[src/rtl/useq_pkg.sv]
package useq_pkg;
  typedef enum logic [2:0] {
    COND_ZERO    = 3'd0,
    COND_NZERO   = 3'd1,
    COND_NEG     = 3'd2,
    COND_CARRY   = 3'd3,
    COND_NCARRY  = 3'd4,
    COND_OVF     = 3'd5,
    COND_SLT     = 3'd6,
    COND_ALWAYS  = 3'd7
  } cond_sel_e;

  localparam int FLAG_Z = 0;
  localparam int FLAG_N = 1;
  localparam int FLAG_C = 2;
  localparam int FLAG_V = 3;
  localparam int FLAG_W = 4;
endpackage

[src/rtl/useq_rst_sync.sv]
module useq_rst_sync #(
  parameter int STAGES = 2
) (
  input  logic clk,
  input  logic rst_n,
  output logic rst_sync_n
);
  logic [STAGES-1:0] sync_q;
  logic [STAGES-1:0] sync_d;

  always_comb begin
    sync_d = {sync_q[STAGES-2:0], 1'b1};
  end

  always_ff @(posedge clk or negedge rst_n) begin
    if (!rst_n) sync_q <= '0;
    else        sync_q <= sync_d;
  end

  assign rst_sync_n = sync_q[STAGES-1];
endmodule

[src/rtl/useq_prio_enc.sv]
module useq_prio_enc #(
  parameter int NLINES = 16,
  localparam int IW = $clog2(NLINES)
) (
  input  logic [NLINES-1:0] lines,
  output logic [IW-1:0]     idx
);
  always_comb begin
    idx = '0;
    for (int i = NLINES - 1; i >= 0; i--) begin
      if (lines[i]) idx = IW'(i);
    end
  end
endmodule

[src/rtl/useq_cond_eval.sv]
module useq_cond_eval
  import useq_pkg::*;
(
  input  logic [FLAG_W-1:0] flags,
  input  logic [2:0]        sel,
  output logic              met
);
  cond_sel_e sel_e;

  always_comb begin
    sel_e = cond_sel_e'(sel);
    unique case (sel_e)
      COND_ZERO:   met = flags[FLAG_Z];
      COND_NZERO:  met = ~flags[FLAG_Z];
      COND_NEG:    met = flags[FLAG_N];
      COND_CARRY:  met = flags[FLAG_C];
      COND_NCARRY: met = ~flags[FLAG_C];
      COND_OVF:    met = flags[FLAG_V];
      COND_SLT:    met = flags[FLAG_N] ^ flags[FLAG_V];
      default:     met = 1'b1;
    endcase
  end
endmodule

[src/rtl/useq_next_addr.sv]
module useq_next_addr
  import useq_pkg::*;
#(
  parameter int FW    = 8,
  parameter int NTRAP = 7,
  parameter int NIRQ  = 7
) (
  input  logic              clk,
  input  logic              rst_n,
  input  logic [FW-1:0]     uc_next,
  input  logic              uc_init_n,
  input  logic              uc_br_en,
  input  logic [2:0]        uc_cond_sel,
  input  logic [FLAG_W-1:0] status_flags,
  input  logic [FW-1:0]     ir_opcode,
  input  logic [NTRAP-1:0]  trap_req,
  input  logic [NIRQ-1:0]   irq_req,
  output logic [FW:0]       uaddr
);
  localparam int NLINES = NTRAP + NIRQ + 2;
  localparam int IW     = $clog2(NLINES);
  localparam int PADW   = FW - IW;

  logic          rst_sync_n;
  logic [FW-1:0] next_q,   next_d;
  logic          init_n_q, init_n_d;
  logic          br_en_q,  br_en_d;
  logic [2:0]    csel_q,   csel_d;
  logic          rst_pend_q, rst_pend_d;
  logic          step;

  logic              cond_met;
  logic [NLINES-1:0] enc_lines;
  logic [IW-1:0]     enc_idx;
  logic              force_vec;

  useq_rst_sync #(.STAGES(2)) u_rst_sync (
    .clk        (clk),
    .rst_n      (rst_n),
    .rst_sync_n (rst_sync_n)
  );

  // Fields of the issued microinstruction are taken every cycle.
  assign step = 1'b1;

  always_comb begin
    next_d     = next_q;
    init_n_d   = init_n_q;
    br_en_d    = br_en_q;
    csel_d     = csel_q;
    rst_pend_d = 1'b0;
    if (step) begin
      next_d   = uc_next;
      init_n_d = uc_init_n;
      br_en_d  = uc_br_en;
      csel_d   = uc_cond_sel;
    end
  end

  always_ff @(posedge clk or negedge rst_sync_n) begin
    if (!rst_sync_n) begin
      next_q     <= '0;
      init_n_q   <= 1'b1;
      br_en_q    <= 1'b0;
      csel_q     <= '0;
      rst_pend_q <= 1'b1;
    end else begin
      next_q     <= next_d;
      init_n_q   <= init_n_d;
      br_en_q    <= br_en_d;
      csel_q     <= csel_d;
      rst_pend_q <= rst_pend_d;
    end
  end

  useq_cond_eval u_cond (
    .flags (status_flags),
    .sel   (csel_q),
    .met   (cond_met)
  );

  // line 0 reset, traps next, interrupts after, fetch last and always on
  assign enc_lines = {1'b1, irq_req, trap_req, rst_pend_q};

  useq_prio_enc #(.NLINES(NLINES)) u_enc (
    .lines (enc_lines),
    .idx   (enc_idx)
  );

  // cancellation of the registered successor: reset, trap, failed branch
  assign force_vec = rst_pend_q | (|trap_req) | (br_en_q & ~cond_met);

  always_comb begin
    if (force_vec || next_q == '0)
      uaddr = {1'b1, {PADW{1'b0}}, enc_idx};
    else if (next_q == '1 && !init_n_q)
      uaddr = {1'b0, ir_opcode};
    else
      uaddr = {1'b1, next_q};
  end
endmodule

[config.mk]
export PLATFORM = sky130hd
export DESIGN_NAME = useq_next_addr
export DESIGN_NICKNAME = d
export VERILOG_FILES = /design/src/rtl/useq_pkg.sv /design/src/rtl/useq_rst_sync.sv /design/src/rtl/useq_prio_enc.sv /design/src/rtl/useq_cond_eval.sv /design/src/rtl/useq_next_addr.sv
export SDC_FILE = /design/constraint.sdc
export NUM_CORES = 1
export LEC_CHECK = 0
export BUFFER_PORTS_ARGS = -buffer_cell sky130_fd_sc_hd__clkbuf_2
export CAP_MARGIN = 30
export CORE_UTILIZATION = 40
export CTS_BUF_LIST = sky130_fd_sc_hd__clkbuf_8
export DETAILED_ROUTE_END_ITERATION = 8
export PLACE_DENSITY = 0.75
export SYNTH_ARGS = -nofsm -noshare
export SYNTH_HDL_FRONTEND = slang
export SYNTH_SLANG_ARGS = --single-unit
[constraint.sdc]
create_clock -name clk -period 4.5 [get_ports clk]
set_clock_uncertainty 0.1 [all_clocks]
set_input_delay 0.225 -clock clk [delete_from_list [all_inputs] [get_ports clk]]
set_output_delay 0.225 -clock clk [all_outputs]
set_load 0.1 [all_outputs]
==> metrics.txt, run 1 <==
# TYPE chip_impl_metric gauge
chip_impl_info{name="status",value="finished clean"} 1
chip_impl_metric{name="number_of_clock_sinks",unit=""} 16
chip_impl_metric{name="vert_die_dim",unit="um"} 47.4
chip_impl_metric{name="cts_max_path_buffers",unit=""} 2
chip_impl_metric{name="finalHoldWorstSlack",unit="ns"} 0.109
chip_impl_metric{name="final.min_clock_period",unit="ns"} 2.42
chip_impl_metric{name="slew_viol_final",unit=""} 0
chip_impl_metric{name="io-pin-count",unit=""} 50
chip_impl_info{name="end_kind",value="output port"} 1
chip_impl_metric{name="tritoncts.num_buffers",unit=""} 3
chip_impl_metric{name="final-instance-count-excl-fill",unit=""} 173
chip_impl_metric{name="place_ws",unit="ns"} 2.34
chip_impl_metric{name="post_cts_resized",unit=""} 0
chip_impl_metric{name="grt_first_pass_wirelength",unit="um"} 2580
chip_impl_info{name="dr.max_layer_used",value="met4"} 1
chip_impl_metric{name="finalWorstSetupSlack",unit="ns"} 2.08
chip_impl_metric{name="timing_worst_slew_pin_value",unit="ns"} 0.547
chip_impl_info{name="synth.top_cells.by_area",value="sky130_fd_sc_hd__dfrtp_1 42%, sky130_fd_sc_hd__mux2i_1 8.5%, sky130_fd_sc_hd__dfstp_2 6.4%, sky130_fd_sc_hd__nor2_1 4.1%, sky130_fd_sc_hd__a221oi_4 3.2%"} 1
chip_impl_metric{name="postSynthNetCount",unit=""} 120
chip_impl_metric{name="critical_path_peak_fanout",unit=""} 9
chip_impl_metric{name="placed_cells_incl_taps",unit=""} 155
chip_impl_metric{name="syn_inst",unit=""} 79
chip_impl_metric{name="power_per_cell_area",unit="nW/um2"} 264
chip_impl_metric{name="synth_seq_area_share",unit="%"} 48.9
chip_impl_metric{name="global_route.usage.total",unit="%"} 17.2
chip_impl_metric{name="final_nets",unit=""} 188
chip_impl_metric{name="via_count",unit=""} 824
chip_impl_metric{name="place.detailed.hpwl",unit="um"} 1390
chip_impl_metric{name="post-cts-setup-buffer-count",unit=""} 0
chip_impl_metric{name="post_synthesis_average_cell_area",unit="um2"} 10.4
chip_impl_metric{name="synth_seq_cells",unit=""} 16
chip_impl_metric{name="post_route_cells_drive_above_1_share",unit="%"} 42.5
chip_impl_metric{name="finalHoldViolations",unit=""} 0
chip_impl_metric{name="timing.final.crit_share",unit="%"} 53.8
chip_impl_metric{name="routed_wire_length_per_instance",unit="um"} 10.3
chip_impl_metric{name="met2RoutedLength",unit="um"} 990
chip_impl_metric{name="die_width",unit="um"} 47.4
chip_impl_metric{name="power_leakage",unit="nW"} 0.664
chip_impl_metric{name="proportion_of_power_drawn_by_the_clock_network",unit="%"} 35.7
chip_impl_metric{name="cts-hold-fix-buffers",unit=""} 14
chip_impl_metric{name="post_synth_num_cell_types",unit=""} 31
chip_impl_metric{name="drt-met1-wl",unit="um"} 647
chip_impl_metric{name="setup-violations-final",unit=""} 0
chip_impl_metric{name="drt-vias-per-instance",unit=""} 4.76
chip_impl_metric{name="power_switching",unit="mW"} 0.0831
chip_impl_metric{name="first_global_vias",unit=""} 694
chip_impl_info{name="critical_path.reg2reg.startpoint",value="u_rst_sync.sync_q[1]$_DFF_PN0_"} 1
chip_impl_metric{name="p_int",unit="mW"} 0.259
chip_impl_metric{name="area_growth_syn_to_layout",unit="%"} 57.5
chip_impl_metric{name="grt_antenna_before_repair",unit=""} 0
chip_impl_metric{name="placementRows",unit=""} 16
chip_impl_metric{name="seqPwrFrac",unit="%"} 46.7
chip_impl_metric{name="power_frac_comb",unit="%"} 17.6
chip_impl_metric{name="critical_path_arrival",unit="ns"} 2.10
chip_impl_info{name="min-delay-path-class",value="flip-flop to asynchronous set/reset pin"} 1
chip_impl_metric{name="ant_nets",unit=""} 0
chip_impl_metric{name="routed_wl",unit="um"} 1790
chip_impl_metric{name="gp_congestion",unit=""} 0.653
chip_impl_metric{name="drtIter0Drc",unit=""} 9
chip_impl_metric{name="antenna_cells_inserted",unit=""} 0
chip_impl_info{name="worstSetupStartpointType",value="flip-flop"} 1
chip_impl_metric{name="final.setup.tns",unit="ns"} 0
chip_impl_metric{name="drt_drc_violations_left",unit=""} 0
chip_impl_metric{name="synth_area",unit="um2"} 825
chip_impl_metric{name="io_buffers",unit=""} 49
chip_impl_info{name="rsz0062_at_grt",value="no"} 1
chip_impl_metric{name="netlist.area_leader.share",unit="%"} 42.5
chip_impl_metric{name="die_area",unit="um2"} 2250
chip_impl_metric{name="yosysWarnings",unit=""} 0
chip_impl_info{name="clk_root_buffer_cell",value="sky130_fd_sc_hd__clkbuf_8"} 1
chip_impl_metric{name="clock.fmax",unit="MHz"} 413
chip_impl_info{name="synth_area_leader_cell",value="sky130_fd_sc_hd__dfrtp_1"} 1
chip_impl_metric{name="grt_ovf",unit=""} 0
chip_impl_metric{name="worst_ep_required_time",unit="ns"} 4.18
chip_impl_metric{name="clkTransAtPathRegs",unit="ns"} 0.06
chip_impl_metric{name="clk_latency",unit="ns"} 0.25
chip_impl_info{name="cts_tree",value="yes"} 1
chip_impl_metric{name="worst_ir_drop_vdd",unit="mV"} 0.182
chip_impl_info{name="critical_path.startpoint",value="csel_q[2]$_DFF_PN0_"} 1
chip_impl_info{name="worst-setup-path-type",value="flip-flop to output port"} 1
chip_impl_metric{name="cts-htree-levels",unit=""} 1
chip_impl_metric{name="power.switching_fraction",unit="%"} 24.3
chip_impl_metric{name="largest_net_degree_at_the_start_of_global_routing",unit=""} 15
chip_impl_metric{name="detail_route.first_pass.iterations",unit=""} 4
chip_impl_metric{name="met3_wirelength",unit="um"} 106
chip_impl_metric{name="placeableCoreArea",unit="um2"} 1940
chip_impl_metric{name="initial_standard_cell_utilization_of_the_core",unit="%"} 42.5
chip_impl_metric{name="maxCapViolations",unit=""} 0
chip_impl_metric{name="worst_rel_slew_slack",unit="%"} 63.7
==> per-stage QoR <==
| step | power [mW] | util, % | cell area (um2) |
|---|---|---|---|
| 2_1_floorplan | 0.188 | - | 825 |
| 3_3_place_gp | 0.212 | 56.8 | 1100 |
| 3_5_place_dp | 0.214 | 56.8 | 1100 |
| 4_1_cts | 0.348 | 66.9 | 1300 |
| 5_1_grt | 0.359 | 66.9 | 1300 |
| 6_report | 0.342 | 66.9 | 1300 |
==> placed cells by master (no fill, tap or decap) <==
master                          Yosys  layout
sky130_fd_sc_hd__inv_1              5       5
sky130_fd_sc_hd__a21oi_1            5       5
sky130_fd_sc_hd__nand3b_1           1       1
sky130_fd_sc_hd__a2111oi_0          1       1
sky130_fd_sc_hd__o41ai_1            2       2
sky130_fd_sc_hd__nand2b_1           1       1
sky130_fd_sc_hd__o31a_1             1       1
sky130_fd_sc_hd__nand3_2            1       1
sky130_fd_sc_hd__a21oi_2            1       1
sky130_fd_sc_hd__nand2b_2           1       1
sky130_fd_sc_hd__clkinv_1           1       1
sky130_fd_sc_hd__a221oi_4           1       1
sky130_fd_sc_hd__conb_1             2       2
sky130_fd_sc_hd__or2_1              1       1
sky130_fd_sc_hd__mux2i_1            7       7
sky130_fd_sc_hd__clkbuf_2           0      49
sky130_fd_sc_hd__xor2_1             1       1
sky130_fd_sc_hd__nor2_1             9       9
sky130_fd_sc_hd__dlygate4sd3_1      0      14
sky130_fd_sc_hd__clkbuf_8           0       4
sky130_fd_sc_hd__dfrtp_1           14      14
sky130_fd_sc_hd__o21a_1             1       1
sky130_fd_sc_hd__a211oi_1           1       1
sky130_fd_sc_hd__o21ai_1            1       1
sky130_fd_sc_hd__nand4_1            1       1
sky130_fd_sc_hd__nand2_1            5       5
sky130_fd_sc_hd__o21ba_1            1       1
sky130_fd_sc_hd__o31ai_1            3       3
sky130_fd_sc_hd__o21ai_0            2       2
sky130_fd_sc_hd__o21ai_4            1       1
sky130_fd_sc_hd__nor4_1             4       4
sky130_fd_sc_hd__nand2_2            1       1
sky130_fd_sc_hd__dfstp_2            2       2
sky130_fd_sc_hd__nor3_2             1       1
==> routing by layer <==
| layer | GRT usage, % | vias to the layer above |
|---|---|---|
| met2 | 30.4 | 30 |
| li1 | - | 420 |
| met3 | 2.69 | 5 |
| met4 | 12.0 | 0 |
| met5 | 0 | - |
| met1 | 18.5 | 369 |
==> path summary, 6_finish.rpt <==
path                                                  end  depth (start not counted)  slack [ns]
max                                              uaddr[0]                          6        2.08
min                                   csel_q[1]$_DFF_PN0_                          0        0.11
max reg2reg                          rst_pend_q$_DFF_PN1_                          0        3.83
min reg2reg                           csel_q[1]$_DFF_PN0_                          0        0.11
max in group asynchronous            rst_pend_q$_DFF_PN1_                          0        3.83
min in group clk           u_rst_sync.sync_q[1]$_DFF_PN0_                          0        0.25
==> final cells by class <==
type / count / area [um2]
inverters: 6 / 22.5
flip-flops and latches: 16 / 403
fillers: 169 / 643
multi-input cells: 57 / 399
clock buffers: 4 / 55.1
repair buffers: 63 / 385
well taps: 27 / 33.8
==> critical path, cell delays in order (launching register included) <==
cell,delay [ns]
sky130_fd_sc_hd__dfrtp_1,0.42
sky130_fd_sc_hd__nand2b_2,0.22
sky130_fd_sc_hd__a21oi_1,0.13
sky130_fd_sc_hd__o21ai_1,0.12
sky130_fd_sc_hd__o21ai_4,0.27
sky130_fd_sc_hd__mux2i_1,0.21
sky130_fd_sc_hd__clkbuf_2,0.47
==> sequential cells by signal, summed over array words and instances, names as in the netlist <==
name and cells:
init_n_q 1, rst_pend_q 1, csel_q 3, br_en_q 1
u_rst_sync.sync_q 2, next_q 8
==> logic make-up after synthesis <==
logic type / count (synthesis) / share of synthesized area [%]
and+or+nand+nor: 26 / 16.8
other: 2 / 0.911
xor gates and xnor gates: 1 / 1.06
DFF: 16 / 48.9
muxes: 7 / 8.50
AOI/OAI and AO/OA: 21 / 21.1
buffers and inverters: 6 / 2.73
==> Yosys cell counts (all sizes together) <==
master and count:
nand2b 2, a211oi 1, dfrtp 14, clkinv 1, nand2 6, nand3b 1, mux2i 7, dfstp 2
a221oi 1, o21ai 4, nand3 1, o41ai 2, conb 2, nor2 9, a21oi 6, o21a 1
or2 1, a2111oi 1, xor2 1, o31ai 3, nor4 4, o21ba 1, nor3 1, nand4 1
o31a 1, inv 5
==> power by group through the flow <==
stage	clock network, mW	logic, mW	registers, mW
CTS	0.127	0.0604	0.160
finish	0.122	0.0603	0.160
global route	0.131	0.0662	0.161
global placement	0	0.0498	0.162
detailed placement	0	0.0509	0.163
floorplan	0	0.0273	0.161
No activity file was read; power rests on OpenSTA's default activity.
==> run 2, diff against run 1 <==
- CORE_UTILIZATION: 40 -> 39
- PLACE_DENSITY: 0.75 -> 0.76
- clock period: 4.5 -> 2.1 ns (I/O delays scaled with it)
==> run 2 against run 1 <==
Net effect:
- the flow now finishes with violations (negative setup slack)
- final area is 23% higher
- total power increased by 130%
- cell count up 2.9%
- critical path depth stayed put
- global-route usage grew 9.5 points
- first-iteration DRC count grew to 4.1 times the previous value
- clock power increased by 120%
- die area rose by 2.5%
- sequential share of layout area fell by 5.6 points
- non-clock buffer count grew 4
- routed wire length increased by 71%
- critical path type unchanged
- largest cell class is now non-clock buffers
==> metrics.txt, run 2 (same netlist as run 1, synthesis figures left out) <==
# TYPE chip_impl_metric gauge
chip_impl_info{name="status",value="finished with violations"} 1
chip_impl_info{name="failed_checks",value="negative setup slack"} 1
chip_impl_metric{name="drtIter0Drc",unit=""} 37
chip_impl_metric{name="post_route_cells_drive_above_1_share",unit="%"} 56.3
chip_impl_metric{name="io_buffers",unit=""} 49
chip_impl_info{name="worstSetupStartpointType",value="flip-flop"} 1
chip_impl_info{name="rsz0062_at_grt",value="yes"} 1
chip_impl_metric{name="critical_path_peak_fanout",unit=""} 7
chip_impl_metric{name="placeableCoreArea",unit="um2"} 1980
chip_impl_metric{name="r2r_setup_slack",unit="ns"} 1.38
chip_impl_metric{name="slew_viol_final",unit=""} 0
chip_impl_metric{name="flip_flop_count_of_the_largest_register_after_layout",unit=""} 8
chip_impl_info{name="end_kind",value="output port"} 1
chip_impl_info{name="most_flop_heavy_register",value="next_q"} 1
chip_impl_metric{name="critical_path_arrival",unit="ns"} 1.94
chip_impl_metric{name="antenna_cells_inserted",unit=""} 0
chip_impl_info{name="clk_root_buffer_cell",value="sky130_fd_sc_hd__clkbuf_8"} 1
chip_impl_metric{name="via_count",unit=""} 966
chip_impl_metric{name="area_growth_syn_to_layout",unit="%"} 94.1
chip_impl_info{name="r2r_end",value="csel_q[1]$_DFF_PN0_"} 1
chip_impl_metric{name="place.detailed.hpwl",unit="um"} 1680
chip_impl_metric{name="clock.fmax",unit="MHz"} 467
chip_impl_metric{name="global_route.usage.total",unit="%"} 26.7
chip_impl_metric{name="final_core_util",unit="%"} 80.7
chip_impl_metric{name="io-pin-count",unit=""} 50
chip_impl_info{name="reg.largest.list",value="next_q x8, csel_q x3, u_rst_sync.sync_q x2"} 1
chip_impl_metric{name="final_nets",unit=""} 193
chip_impl_metric{name="routed_wl",unit="um"} 3050
chip_impl_metric{name="fillerInstances",unit=""} 100
chip_impl_metric{name="setup-violations-final",unit=""} 2
chip_impl_metric{name="die_width",unit="um"} 48.0
chip_impl_info{name="min-delay-path-class",value="input pin to asynchronous set/reset pin"} 1
chip_impl_metric{name="first_global_vias",unit=""} 966
chip_impl_metric{name="gp_congestion",unit=""} 0.734
chip_impl_metric{name="die_area",unit="um2"} 2300
chip_impl_metric{name="drt_drc_violations_left",unit=""} 0
chip_impl_info{name="worst-setup-path-type",value="flip-flop to output port"} 1
chip_impl_metric{name="detail_route.first_pass.iterations",unit=""} 4
chip_impl_metric{name="final.min_clock_period",unit="ns"} 2.14
chip_impl_metric{name="finalWorstSetupSlack",unit="ns"} -0.0400
chip_impl_metric{name="critical_path_buf_inv_count",unit=""} 1
chip_impl_metric{name="number_of_clock_sinks",unit=""} 16
chip_impl_metric{name="worst_ir_drop_vdd",unit="mV"} 0.611
chip_impl_metric{name="power_leakage",unit="nW"} 0.726
chip_impl_metric{name="timing_worst_slew_pin_value",unit="ns"} 0.537
chip_impl_metric{name="area.sequential",unit="um2"} 407
chip_impl_metric{name="reg2reg_depth",unit=""} 0
chip_impl_metric{name="multiInputGateArea",unit="um2"} 532
chip_impl_metric{name="placementRows",unit=""} 16
chip_impl_info{name="slowest_stage",value="sky130_fd_sc_hd__dfrtp_1"} 1
chip_impl_info{name="mostFrequentLayoutCells",value="40 x sky130_fd_sc_hd__clkbuf_2, 14 x sky130_fd_sc_hd__dlygate4sd3_1, 11 x sky130_fd_sc_hd__dfrtp_1"} 1
chip_impl_info{name="cts_tree",value="yes"} 1
chip_impl_metric{name="largest_net_degree_at_the_start_of_global_routing",unit=""} 15
chip_impl_metric{name="crit_path_max_incr_delay",unit="ns"} 0.43
chip_impl_metric{name="grt_first_pass_wirelength",unit="um"} 3990
chip_impl_metric{name="power_per_cell_area",unit="nW/um2"} 495
chip_impl_metric{name="vert_die_dim",unit="um"} 48.0
chip_impl_metric{name="finalHoldViolations",unit=""} 0
chip_impl_metric{name="worst_ep_required_time",unit="ns"} 1.89
chip_impl_metric{name="finalHoldWorstSlack",unit="ns"} 0.101
chip_impl_info{name="path_cells",value="nand4_1 > nor3_4 > nand3_4 > mux2i_1 > mux2i_2 > buf_12"} 1
chip_impl_metric{name="cts_max_path_buffers",unit=""} 2
chip_impl_metric{name="maxCapViolations",unit=""} 0
chip_impl_metric{name="initial_standard_cell_utilization_of_the_core",unit="%"} 41.6
chip_impl_metric{name="tritoncts.num_buffers",unit=""} 3
chip_impl_metric{name="placed_cells_incl_taps",unit=""} 155
chip_impl_metric{name="grt_ovf",unit=""} 0
chip_impl_metric{name="final-instance-count-excl-fill",unit=""} 178
chip_impl_info{name="crit_family",value="simple AND/OR/NAND/NOR gates"} 1
chip_impl_metric{name="grt_antenna_before_repair",unit=""} 0
chip_impl_metric{name="place_ws",unit="ns"} 0.184
chip_impl_metric{name="drt-vias-per-instance",unit=""} 5.43
chip_impl_metric{name="ant_nets",unit=""} 0
chip_impl_metric{name="clkTransAtPathRegs",unit="ns"} 0.06
chip_impl_info{name="commonest_non_fill_non_tap_cell_in_the_layout",value="sky130_fd_sc_hd__clkbuf_2"} 1
chip_impl_metric{name="cts-htree-levels",unit=""} 1
chip_impl_metric{name="timing.final.crit_share",unit="%"} 102
chip_impl_metric{name="routed_wire_length_per_instance",unit="um"} 17.1
chip_impl_metric{name="worst_rel_slew_slack",unit="%"} 64.2
chip_impl_metric{name="clk_latency",unit="ns"} 0.25
chip_impl_metric{name="final.setup.tns",unit="ns"} -0.0753
chip_impl_info{name="critical_path.reg2reg.startpoint",value="u_rst_sync.sync_q[1]$_DFF_PN0_"} 1
[run 2: changes by cell type in the layout (fill, tap and decap cells not counted), sizes merged]
cell and delta:
buf +13, o21ai +1, clkbuf -9
[run 2: what timing repair did]
action | 4_1_cts | 5_1_grt
pin swaps | 3 | 4
resized for setup | 7 | 16
buffers inserted | 2 | 2
hold buffers | 14 | 0
endpoints found under the hold margin | 15 | 0
setup endpoints to repair | 8 | 9
gates cloned | 1 | 0
[run 2: how the worst max path moves through the flow]
| stage | startpoint | to | cells after the start |
|---|---|---|---|
| final | next_q[4]$_DFF_PN0_ | uaddr[0] | 6 |
| after global routing | next_q[4]$_DFF_PN0_ | uaddr[1] | 7 |
| after CTS | rst_pend_q$_DFF_PN1_ | uaddr[1] | 6 |
| after detailed placement | csel_q[2]$_DFF_PN0_ | uaddr[1] | 6 |
| after global placement | csel_q[2]$_DFF_PN0_ | uaddr[2] | 6 |
| after floorplan | rst_pend_q$_DFF_PN1_ | uaddr[4] | 5 |
[run 2: per-stage QoR]
| step | instance area, um2 | power [mW] |
|---|---|---|
| 2_1_floorplan | 836 | 0.405 |
| 4_1_cts | 1500 | 0.774 |
| 6_report | 1600 | 0.793 |
| 3_5_place_dp | 1250 | 0.475 |
| 5_1_grt | 1600 | 0.824 |
| 3_3_place_gp | 1250 | 0.469 |
[run 2: report_power, final]
| group | leakage [nW] | internal, mW | switching (mW) |
|---|---|---|---|
| logic | 0.516 | 0.0853 | 0.0889 |
| registers | 0.181 | 0.326 | 0.0238 |
| clock network | 0.0288 | 0.166 | 0.102 |
[run 2: layer usage]
layer  vias up  track usage, %  wire [um]
met3        21            6.42        203
li1        426               -          -
met5         -               0          0
met4         0            20.0        150
met1       456            25.9       1070
met2        63            48.4       1630
[run 2: layout make-up]
| cell class | count | share of cell area [%] |
|---|---|---|
| repair buffers | 67 | 34.4 |
| inverters | 6 | 1.41 |
| well taps | 27 | 2.11 |
| flip-flops and latches | 16 | 25.4 |
| multi-input cells | 58 | 33.2 |
| clock buffers | 4 | 3.44 |
